===== config.mk =====
export PLATFORM = sky130hd
export DESIGN_NAME = irq_ack_seq
export DESIGN_NICKNAME = d
export VERILOG_FILES = /design/src/rtl/irq_seq_pkg.sv /design/src/rtl/irq_pick.sv /design/src/rtl/irq_boundary.sv /design/src/rtl/irq_ack_ctl.sv /design/src/rtl/irq_ack_seq.sv
export SDC_FILE = /design/constraint.sdc
export NUM_CORES = 1
export LEC_CHECK = 0
export BUFFER_PORTS_ARGS = -buffer_cell sky130_fd_sc_hd__buf_2
export CAP_MARGIN = 5
export CORE_AREA = 2 2 67 69
export CTS_BUF_LIST = sky130_fd_sc_hd__clkbuf_8 sky130_fd_sc_hd__clkbuf_16
export DETAILED_ROUTE_END_ITERATION = 8
export DIE_AREA = 0 0 69 71
export MAX_ROUTING_LAYER = met4
export SKIP_CTS_REPAIR_TIMING = 1
export SKIP_LAST_GASP = 1
export SLEW_MARGIN = 5
export SYNTH_ARGS = -nofsm -noshare
export SYNTH_HDL_FRONTEND = slang
export SYNTH_SLANG_ARGS = --single-unit

===== constraint.sdc =====
create_clock -name clk -period 3.2 [get_ports clk]
set_input_delay 0.16 -clock clk [delete_from_list [all_inputs] [get_ports clk]]
set_output_delay 0.16 -clock clk [all_outputs]
set_load 0.1 [all_outputs]

===== src/rtl/irq_seq_pkg.sv =====
package irq_seq_pkg;
  typedef enum logic [1:0] {LVL_NONE = 2'd0, LVL_LO = 2'd1, LVL_HI = 2'd2} svc_lvl_e;

  function automatic svc_lvl_e cur_level(input logic lo, input logic hi);
    if (hi) return LVL_HI;
    if (lo) return LVL_LO;
    return LVL_NONE;
  endfunction
endpackage


===== src/rtl/irq_pick.sv =====
module irq_pick #(
  parameter int N     = 8,
  parameter int IDX_W = $clog2(N)
) (
  input  logic [N-1:0]     flag,
  input  logic [N-1:0]     mask,
  input  logic [N-1:0]     prio,
  input  logic             ie,
  input  irq_seq_pkg::svc_lvl_e level,
  output logic             win_valid,
  output logic [IDX_W-1:0] win_idx,
  output logic             win_hi
);
  import irq_seq_pkg::*;

  logic [N-1:0] elig, hi_set, lo_set;

  for (genvar g = 0; g < N; g++) begin : g_elig
    assign elig[g]   = flag[g] & ~mask[g];
    assign hi_set[g] = elig[g] & prio[g];
    assign lo_set[g] = elig[g] & ~prio[g];
  end

  logic [IDX_W-1:0] hi_idx, lo_idx;

  always_comb begin
    hi_idx = '0;
    lo_idx = '0;
    for (int i = N - 1; i >= 0; i--) begin
      if (hi_set[i]) hi_idx = IDX_W'(i);
      if (lo_set[i]) lo_idx = IDX_W'(i);
    end
  end

  logic hi_ok, lo_ok;
  assign hi_ok = ie && (|hi_set) && (level != LVL_HI);
  assign lo_ok = ie && (|lo_set) && (level == LVL_NONE);

  assign win_valid = hi_ok | lo_ok;
  assign win_hi    = hi_ok;
  assign win_idx   = hi_ok ? hi_idx : lo_idx;
endmodule


===== src/rtl/irq_boundary.sv =====
module irq_boundary #(
  parameter int LEN_W   = 4,
  parameter int IDX_W   = 3,
  parameter int MIN_LEN = 2,
  parameter int MAX_LEN = 10
) (
  input  logic             clk,
  input  logic             rst_n,
  input  logic             instr_start,
  input  logic [LEN_W-1:0] instr_len,
  input  logic             instr_last,
  input  logic             flag_access,
  input  logic             win_valid,
  input  logic [IDX_W-1:0] win_idx,
  input  logic             win_hi,
  output logic             take,
  output logic [IDX_W-1:0] take_idx,
  output logic             take_hi
);
  logic [LEN_W-1:0] phase_q, len_q, phase_cur, len_cur, samp_ph, last_ph;
  logic             in_instr_q, active, samp_now;
  logic             snap_v;

  assign active    = instr_start | in_instr_q;
  assign phase_cur = instr_start ? '0 : phase_q;
  assign len_cur   = instr_start ? instr_len : len_q;
  assign samp_ph   = len_cur - LEN_W'(2);
  assign last_ph   = len_cur - LEN_W'(1);
  assign samp_now  = active && (phase_cur == samp_ph);

  always_ff @(posedge clk or negedge rst_n) begin
    if (!rst_n) begin
      phase_q    <= '0;
      len_q      <= '0;
      in_instr_q <= 1'b0;
      snap_v     <= 1'b0;
      take_idx   <= '0;
      take_hi    <= 1'b0;
    end else begin
      if (instr_start) begin
        len_q      <= instr_len;
        in_instr_q <= 1'b1;
      end else if (instr_last) begin
        in_instr_q <= 1'b0;
      end
      if (active) phase_q <= phase_cur + LEN_W'(1);
      if (samp_now) begin
        snap_v   <= win_valid && !flag_access;
        take_idx <= win_idx;
        take_hi  <= win_hi;
      end else if (instr_last) begin
        snap_v <= 1'b0;
      end
    end
  end

  assign take = instr_last && snap_v;

  p_len_range_r2: assert property (@(posedge clk) disable iff (!rst_n)
    instr_start |-> (instr_len >= LEN_W'(MIN_LEN) && instr_len <= LEN_W'(MAX_LEN)));
  p_last_on_count_r2: assert property (@(posedge clk) disable iff (!rst_n)
    active |-> (instr_last == (phase_cur == last_ph)));
  p_access_holds_r6: assert property (@(posedge clk) disable iff (!rst_n)
    (samp_now && flag_access) |=> !take);
endmodule


===== src/rtl/irq_ack_ctl.sv =====
module irq_ack_ctl #(
  parameter int N        = 8,
  parameter int IDX_W    = 3,
  parameter int ACK_LEN  = 8,
  parameter int PSW_STEP = 1,
  parameter int PC_STEP  = 3
) (
  input  logic             clk,
  input  logic             rst_n,
  input  logic             take,
  input  logic [IDX_W-1:0] take_idx,
  input  logic             take_hi,
  input  logic             ie_set,
  input  logic             isr_ret,
  output logic             busy,
  output logic             save_status,
  output logic             save_ret_addr,
  output logic [IDX_W-1:0] vec_idx,
  output logic [N-1:0]     flag_clr,
  output logic             ie_q,
  output irq_seq_pkg::svc_lvl_e level
);
  import irq_seq_pkg::*;
  localparam int CNT_W = $clog2(ACK_LEN);

  logic [CNT_W-1:0] cnt_q;
  logic             svc_lo_q, svc_hi_q;

  always_ff @(posedge clk or negedge rst_n) begin
    if (!rst_n) begin
      busy     <= 1'b0;
      cnt_q    <= '0;
      vec_idx  <= '0;
      ie_q     <= 1'b0;
      svc_lo_q <= 1'b0;
      svc_hi_q <= 1'b0;
    end else begin
      if (take) begin
        busy    <= 1'b1;
        cnt_q   <= '0;
        vec_idx <= take_idx;
        ie_q    <= 1'b0;
        if (take_hi) svc_hi_q <= 1'b1;
        else         svc_lo_q <= 1'b1;
      end else begin
        if (busy) begin
          cnt_q <= cnt_q + CNT_W'(1);
          if (cnt_q == CNT_W'(ACK_LEN - 1)) busy <= 1'b0;
        end
        if (ie_set) ie_q <= 1'b1;
        if (isr_ret && !busy) begin
          if (svc_hi_q) svc_hi_q <= 1'b0;
          else          svc_lo_q <= 1'b0;
        end
      end
    end
  end

  assign level         = cur_level(svc_lo_q, svc_hi_q);
  assign save_status   = busy && (cnt_q == CNT_W'(PSW_STEP));
  assign save_ret_addr = busy && (cnt_q == CNT_W'(PC_STEP));
  assign flag_clr      = (busy && cnt_q == '0) ? ({{(N-1){1'b0}}, 1'b1} << vec_idx) : '0;

  p_ie_cleared_r8: assert property (@(posedge clk) disable iff (!rst_n)
    $rose(busy) |-> !ie_q);
  p_vec_stable_r4: assert property (@(posedge clk) disable iff (!rst_n)
    (busy && $past(busy)) |-> $stable(vec_idx));
  p_no_take_in_ack_r4: assert property (@(posedge clk) disable iff (!rst_n)
    busy |-> !take);
  p_low_only_idle_r9: assert property (@(posedge clk) disable iff (!rst_n)
    (take && !take_hi) |-> (!svc_lo_q && !svc_hi_q));
  p_hi_not_in_hi_r9: assert property (@(posedge clk) disable iff (!rst_n)
    take |-> !svc_hi_q);
endmodule


===== src/rtl/irq_ack_seq.sv =====
module irq_ack_seq #(
  parameter int N        = 8,
  parameter int LEN_W    = 4,
  parameter int MIN_LEN  = 2,
  parameter int MAX_LEN  = 10,
  parameter int ACK_LEN  = 8,
  parameter int PSW_STEP = 1,
  parameter int PC_STEP  = 3,
  localparam int IDX_W   = $clog2(N)
) (
  input  logic             clk,
  input  logic             rst_n,
  input  logic             instr_start,
  input  logic [LEN_W-1:0] instr_len,
  input  logic             instr_last,
  input  logic [N-1:0]     irq_flag,
  input  logic [N-1:0]     irq_mask,
  input  logic [N-1:0]     irq_prio,
  input  logic             flag_access,
  input  logic             int_enable_set,
  input  logic             isr_return,
  output logic             ack_busy,
  output logic             save_status,
  output logic             save_ret_addr,
  output logic [IDX_W-1:0] vec_idx,
  output logic [N-1:0]     flag_clr
);
  import irq_seq_pkg::*;

  logic             win_valid, win_hi, take, take_hi, ie_q;
  logic [IDX_W-1:0] win_idx, take_idx;
  svc_lvl_e         level;

  irq_pick #(.N(N), .IDX_W(IDX_W)) u_pick (
    .flag(irq_flag), .mask(irq_mask), .prio(irq_prio), .ie(ie_q), .level(level),
    .win_valid(win_valid), .win_idx(win_idx), .win_hi(win_hi)
  );

  irq_boundary #(.LEN_W(LEN_W), .IDX_W(IDX_W), .MIN_LEN(MIN_LEN), .MAX_LEN(MAX_LEN)) u_bnd (
    .clk(clk), .rst_n(rst_n), .instr_start(instr_start), .instr_len(instr_len),
    .instr_last(instr_last), .flag_access(flag_access), .win_valid(win_valid),
    .win_idx(win_idx), .win_hi(win_hi), .take(take), .take_idx(take_idx), .take_hi(take_hi)
  );

  irq_ack_ctl #(.N(N), .IDX_W(IDX_W), .ACK_LEN(ACK_LEN), .PSW_STEP(PSW_STEP), .PC_STEP(PC_STEP)) u_ack (
    .clk(clk), .rst_n(rst_n), .take(take), .take_idx(take_idx), .take_hi(take_hi),
    .ie_set(int_enable_set), .isr_ret(isr_return), .busy(ack_busy),
    .save_status(save_status), .save_ret_addr(save_ret_addr), .vec_idx(vec_idx),
    .flag_clr(flag_clr), .ie_q(ie_q), .level(level)
  );

  p_no_instr_in_ack_r4: assert property (@(posedge clk) disable iff (!rst_n)
    ack_busy |-> !instr_start);
  p_win_unmasked_r5: assert property (@(posedge clk) disable iff (!rst_n)
    win_valid |-> (irq_flag[win_idx] && !irq_mask[win_idx]));
  p_clr_onehot_r4: assert property (@(posedge clk) disable iff (!rst_n)
    $onehot0(flag_clr));
  p_clr_at_start_r4: assert property (@(posedge clk) disable iff (!rst_n)
    $rose(ack_busy) |-> (flag_clr != '0));
endmodule


==> results.toml, run 1 <==
[run_status]
status = "completed"

[timing]
setup_viol = 0
finalWorstSetupSlack_ns = 1.24
rsz0062_at_grt = "no"
final-hold-violation-count = 0
max_freq_mhz = 509
tns_ns = 0
report.final.slew_viol_count = 0
final.setup_skew_ns = 0.00277
fin_hold_ws_ns = 0.0922
relSlewSlack_pct = 64.8
tightest_slew_ns = 0.529
min_period_over_period_pct = 61.3
min_period_ns = 1.96

[power_and_ir_drop]
swShare_pct = 43.7
power.density_nw_per_um2 = 599
p_total_uw = 1170
p_leak_uw = 0.000987
clockPowerShare_pct = 17.4
vdd_drop_max_mv = 0.185
switchingPower_uw = 511
p_comb_share_pct = 42.0
p_seq_share_pct = 40.6
p_int_uw = 659

[hold_path]
hold_class = "primary input to register"
hp-start = "int_enable_set"
holdPathStages = 2
min_to = "u_ack.ie_q$_DFFE_PN0P_"

[routing]
wl_mm = 3.28
vias = 1363
drt_iter0_drc = 66
wl_per_cell_um = 12.4
viasPerCell = 5.14
route.detailed.drc = 0
ant_nets = 0
dr.pass1.iters = 4

[critical_path]
crit_slowest_cell = "a211o_1"
rr_startpoint = "u_bnd.len_q[1]$_DFF_PN0_"
worstPathArrival_ns = 2.17
start_kind = "register"
critPathRequiredTime_ns = 3.41
worstPathCellList = "mux2i_1 > ha_1 > xor2_1 > nand4_1 > a211o_1 > a211oi_2 > a31o_2"
r2r_end = "u_bnd.snap_v$_DFFE_PN0P_"
critPathMaxFanout = 10
cpPeakStageDelay_ns = 0.41
r2r_cells = 7
reg2reg_slack_ns = 1.24
timing_worst_setup_path_type = "register to register"
cp-end-kind = "register"

[clock_network]
insertion_delay_ns = 0.26
cts_buffers = 3
cts_sinks = 24
clockBufferDepth = 2
cts_root_buf = "clkbuf_8"
cts_tree = "built"
clkTransAtPathRegs_ns = 0.08
cts_max_level = 1

[cells_and_area]
diodes = 0
nets = 256
area_delta_synth_final_pct = 22.1
final_core_util_pct = 46.5
drive_above_1_share_pct = 33.3

[global_routing]
grt_overflow = 0
antenna_found_initial = 0
grt_start_max_net_pins = 25
grt_usage_pct = 14.5
grt_pass1_vias = 1343
grt_pass1_wl_mm = 5.82

[synth]
syn_area_um2 = 1600
yosysWarnings = 0
synth_top_area_share_pct = 37.5
yosysTopAreaCell = "dfrtp_1"
synth.avg_cell_area_um2 = 9.82
synth_edf_count = 0
yosysUniqueCellTypes = 51
async_reset_ff_share_pct = 100
synth-seq-area-share_pct = 37.5
ys_ff_latch = 24
syn-num-nets = 205
yosys-top-cells-area = "dfrtp_1 (38%), ha_1 (5.5%), mux2_2 (4.2%)"
synth_ff_type = "dfrtp_1"
syn_inst = 163

[floorplan]
die-area_um2 = 4900
start_util_pct = 38.1
core_area_um2 = 4200
die_w_um = 69
row_count = 24
fp.dieH_um = 71
ios = 49

[placed_design]
port-buffer-count = 48
dp_slack_ns = 1.16
dp_hpwl_mm = 2.59
gp_congestion = 0.784

[flow_run]
maxCapViolations = 0
[synth_stat cells (2+ instances only)]
library cell / instances
dfrtp_1: 24
nor2_1: 14
inv_1: 12
nand2_1: 11
o21ai_0: 8
ha_1: 7
mux2_2: 6
nand3b_1: 5
nor2b_1: 5
and3b_1: 4
nor3b_1: 4
xnor2_1: 4
mux2i_1: 3
nand2b_1: 3
nand4_1: 3
nand4b_1: 3
xor2_1: 3
a211o_1: 2
a211oi_1: 2
a211oi_2: 2
a21oi_1: 2
a31oi_1: 2
buf_6: 2
nand3_1: 2
nor3_1: 2
o21ai_2: 2
o31ai_1: 2
[worst max-delay path, delay by kind of cell (launching register included)]
family	cells	cell delay (ns)
XOR/XNOR	1	0.15
flip-flops	1	0.39
multiplexers	1	0.18
AO/OA/AOI/OAI	3	0.80
adder cells (fa/ha/maj)	1	0.28
AND/OR/NAND/NOR	1	0.12
[cell families after synthesis]
logic type	Yosys count	synth area share, %
AO/OA/AOI/OAI	33	16.0
multiplexers	9	6.10
buffers and inverters	15	4.46
flip-flops	24	37.5
AND/OR/NAND/NOR	68	26.6
XOR/XNOR	7	3.83
adder cells (fa/ha/maj)	7	5.47
[placed cells by master, fill, tap and decap left out, drive strengths merged, types with 2 or more instances in the layout]
| master | instances |
|---|---|
| mux2 | 6 |
| dfrtp | 24 |
| xor2 | 3 |
| nand2 | 11 |
| o21ai | 10 |
| mux2i | 3 |
| ha | 7 |
| a221oi | 2 |
| xnor2 | 4 |
| a211oi | 4 |
| nand4 | 3 |
| nor2b | 5 |
| or3b | 3 |
| clkbuf | 4 |
| nand4b | 3 |
| nand2b | 3 |
| nor3 | 2 |
| nand3b | 5 |
| buf | 48 |
| a21oi | 2 |
| a31oi | 2 |
| nor3b | 6 |
| nand3 | 2 |
| nor2 | 14 |
| inv | 12 |
| a211o | 2 |
| o31ai | 2 |
| and3b | 4 |
[power by group through the flow]
stage	Combinational, uW	Sequential [uW]	Clock [uW]
final	491	476	203
after CTS	496	476	207
after global routing	545	494	218
after detailed placement	493	483	0
after global placement	487	481	0
after floorplan	268	593	0
[how the worst max path moves through the flow]
stage	from	cells after the start	endpoint
floorplan	u_ack.busy$_DFF_PN0_	3	flag_clr[5]
global placement	instr_start	8	u_bnd.snap_v$_DFFE_PN0P_
detailed placement	instr_start	8	u_bnd.snap_v$_DFFE_PN0P_
CTS	u_bnd.len_q[1]$_DFF_PN0_	7	u_bnd.snap_v$_DFFE_PN0P_
global route	u_bnd.len_q[1]$_DFF_PN0_	7	u_bnd.snap_v$_DFFE_PN0P_
finish	u_bnd.len_q[1]$_DFF_PN0_	7	u_bnd.snap_v$_DFFE_PN0P_
[area by class of cell]
type	instances	area (um^2)
Sequential cell	24	601
Tap cell	52	65.1
Inverter	12	45.0
Fill cell	410	2250
Timing Repair Buffer	49	250
Clock buffer	4	55.1
Multi-Input combinational cell	124	938
[metal layers]
layer  track usage (%)  routed length (um)  up-vias
met5                 -                   0        -
met4              4.58                  44        0
met3              1.42                 150        5
met2              23.7                1490       48
met1              19.1                1590      619
li1                  -                   -      691
[per-stage QoR]
step,std cells,area [um^2]
global placement,260,1890
floorplan,163,1610
detailed placement,260,1890
global route,265,1950
CTS,264,1940
finish,265,1950
[registers in the layout (all words and copies together) (netlist names), 3 cells and up]
register / count
u_bnd.len_q: 4
u_bnd.phase_q: 4
u_ack.cnt_q: 3
u_ack.vec_idx: 3
u_bnd.take_idx: 3
(Power assumes the default switching activity.)
==> inputs of run 2 (changes only) <==
Settings changed: ABC_AREA set to 1, CORE_AREA 2 2 67 69 to 2 2 66 68, DIE_AREA 0 0 69 71 to 0 0 68 70, PLACE_DENSITY set to 0.65.
Clock period 3.2 ns to 1.69 ns, I/O delays scaled along.
==> run 2 against run 1 <==
Against the previous run:
- clock skew fell by 0.00071 ns
- synthesized cell count grew 32%
- routed wire length is 2.1% lower
- via count is 14% higher
- non-clock buffer count grew 12
- core utilization grew 8.2 points
- die area decreased by 2.8%
- clock power rose by 65%
- critical endpoint is now flag_clr[0]
- largest cell class unchanged
==> results.toml, run 2 <==
[synth]
yosysTopAreaCell = "dfrtp_1"
ys_ff_latch = 24
synthAdderAreaFrac_pct = 5.65
yosys.cell_count.top_type = "nand2_1"
yosys-top-cells-area = "dfrtp_1 (39%), nand2_1 (16%), nor2_1 (6.8%)"
synth_edf_count = 0
muxShareOfSynthArea_pct = 0
synth_xor_area_share_pct = 3.88
synth-compound-area-share_pct = 8.16
yosysUniqueCellTypes = 25
ys_top_cells_by_count = "nand2_1 (65), nor2_1 (28), inv_1 (27)"
syn_area_um2 = 1550
synth_top_family_by_area = "simple AND/OR/NAND/NOR gates"
syn-num-nets = 257
syn_inst = 215
async_reset_ff_share_pct = 100
synth_ff_type = "dfrtp_1"
synth.avg_cell_area_um2 = 7.20
yosysWarnings = 0
synth-seq-area-share_pct = 38.8
synth_top_area_share_pct = 38.8
yosys.area_share.simple_pct = 36.3

[clock_network]
cts_root_buf = "clkbuf_8"
clockBufferDepth = 2
cts_sinks = 24
cts_buffers = 3
cts_max_level = 1
cts_tree = "built"
insertion_delay_ns = 0.26
clkTransAtPathRegs_ns = 0.08

[critical_path]
r2r_end = "u_bnd.snap_v$_DFFE_PN0P_"
start_kind = "register"
timing_worst_setup_path_type = "register to output port"
critPathRequiredTime_ns = 1.61
worstPathArrival_ns = 1.59
rr_startpoint = "u_bnd.len_q[2]$_DFF_PN0_"
r2r_cells = 9
reg2reg_slack_ns = 0.04
cp-end-kind = "output port"
critPathMaxFanout = 3

[cells_and_area]
finalInstanceArea_um2 = 2260
drive_above_1_share_pct = 33.9
diodes = 0
area_delta_synth_final_pct = 46.2
nets = 323
top_regs = "u_bnd.len_q: 4 flops, u_bnd.phase_q: 4 flops"
instances_no_fill = 332
final_cell_mix = "nand2_1 (62), buf_2 (40), inv_1 (26)"
layout.cells.most_common = "nand2_1"
nFillCells = 393

[routing]
ant_nets = 0
wl_mm = 3.21
route.detailed.drc = 0
drt_iter0_drc = 24
viasPerCell = 4.67
vias = 1551
dr.pass1.iters = 4
wl_per_cell_um = 9.67

[floorplan]
row_count = 24
die_w_um = 68
start_util_pct = 37.4
die-area_um2 = 4760
core_area_um2 = 4140
ios = 49
fp.dieH_um = 70

[placed_design]
place_area_um2 = 2100
dp_slack_ns = -0.0603
dp_hpwl_mm = 2.61
gp_congestion = 0.803
port-buffer-count = 48
dp_cells = 322

[global_routing]
grt_overflow = 0
antenna_found_initial = 0
grt_usage_pct = 14.5
grt_pass1_wl_mm = 5.38
grt_start_max_net_pins = 25
grt_pass1_vias = 1381

[flow_run]
maxCapViolations = 0

[run_status]
status = "completed"

[timing]
setup_viol = 0
min_period_ns = 1.68
final-hold-violation-count = 0
min_period_over_period_pct = 99.3
tightest_slew_ns = 0.529
relSlewSlack_pct = 64.7
report.final.slew_viol_count = 0
max_freq_mhz = 596
finalWorstSetupSlack_ns = 0.0117
rsz0062_at_grt = "yes"
final.setup_skew_ns = 0.00206

[hold_path]
hold_class = "primary input to register"
min_to = "u_ack.svc_lo_q$_DFFE_PN0P_"
holdPathStages = 2
hp-start = "isr_return"

[power_and_ir_drop]
power.density_nw_per_um2 = 1060
p_leak_uw = 0.00120
vdd_drop_max_mv = 0.433
run 2: changes by cell type in the layout (fill, tap and decap cells not counted), moves of 8 or more:
cell / previous run / this run
buf_12: 0 / 8
buf_2: 48 / 40
buf_4: 0 / 9
inv_1: 12 / 26
nand2_1: 11 / 62
nand3_1: 2 / 11
nor2_4: 0 / 8
run 2: report_power, final:
part / total [uW] / internal, uW / switching [uW]
Combinational: 1160 / 354 / 810
Sequential: 896 / 743 / 152
Clock: 335 / 162 / 172
Total: 2390 / 1260 / 1130
run 2: cell families (layout without fill, tap and decap cells):
family | after synthesis | after routing
adders and majority gates | 7 | 7
DFF | 24 | 24
and+or+nand+nor | 126 | 126
xor gates and xnor gates | 6 | 6
AOI/OAI and AO/OA | 23 | 23
buffers and inverters | 29 | 94
run 2: through the flow:
step	hold slack (ns)	power (uW)	TNS [ns]	util, %
finish	0.0275	2390	0	54.6
global route	0.0244	2560	-0.806	54.6
CTS	-0.196	2290	-0.873	51.9
detailed placement	0.0944	1950	-0.128	50.8
global placement	0.0964	1930	-0.0300	50.8
floorplan	-0.211	1700	-0.619	-
run 2: how the worst max path moves through the flow:
| stage | from | endpoint | slack, ns | depth (start not counted) |
|---|---|---|---|---|
| floorplan | u_ack.busy$_DFF_PN0_ | flag_clr[6] | -0.32 | 4 |
| CTS | u_ack.cnt_q[0]$_DFFE_PN0P_ | flag_clr[4] | -0.15 | 8 |
| detailed placement | instr_start | u_bnd.snap_v$_DFFE_PN0P_ | -0.06 | 12 |
| global placement | instr_start | u_bnd.snap_v$_DFFE_PN0P_ | -0.03 | 12 |
| global route | u_bnd.len_q[2]$_DFF_PN0_ | u_bnd.snap_v$_DFFE_PN0P_ | -0.12 | 9 |
| finish | u_ack.cnt_q[1]$_DFFE_PN0P_ | flag_clr[0] | 0.01 | 8 |
run 2: critical path: stages, from the launching register on:
cell	delay (ns)
dfrtp_1	0.40
inv_2	0.09
ha_4	0.14
nand2_4	0.05
nor2_4	0.14
nand2_2	0.09
buf_6	0.14
nor2_4	0.10
buf_12	0.18
run 2: layout make-up:
type / instances / area (um^2) / share of cell area, %
Multi-Input combinational cell: 162 / 963 / 42.5
Timing Repair Buffer: 61 / 472 / 20.8
Clock buffer: 3 / 41.3 / 1.82
Tap cell: 52 / 65.1 / 2.87
Sequential cell: 24 / 608 / 26.9
Clock inverter: 1 / 3.75 / 0.166
Inverter: 29 / 111 / 4.92
run 2: metal layers:
| metal | track usage, % | part of all wire (%) |
|---|---|---|
| met2 | 23.3 | 48 |
| met3 | 1.61 | 4.5 |
| met5 | - | 0 |
| met4 | 4.67 | 1.5 |
| met1 | 19.0 | 46 |
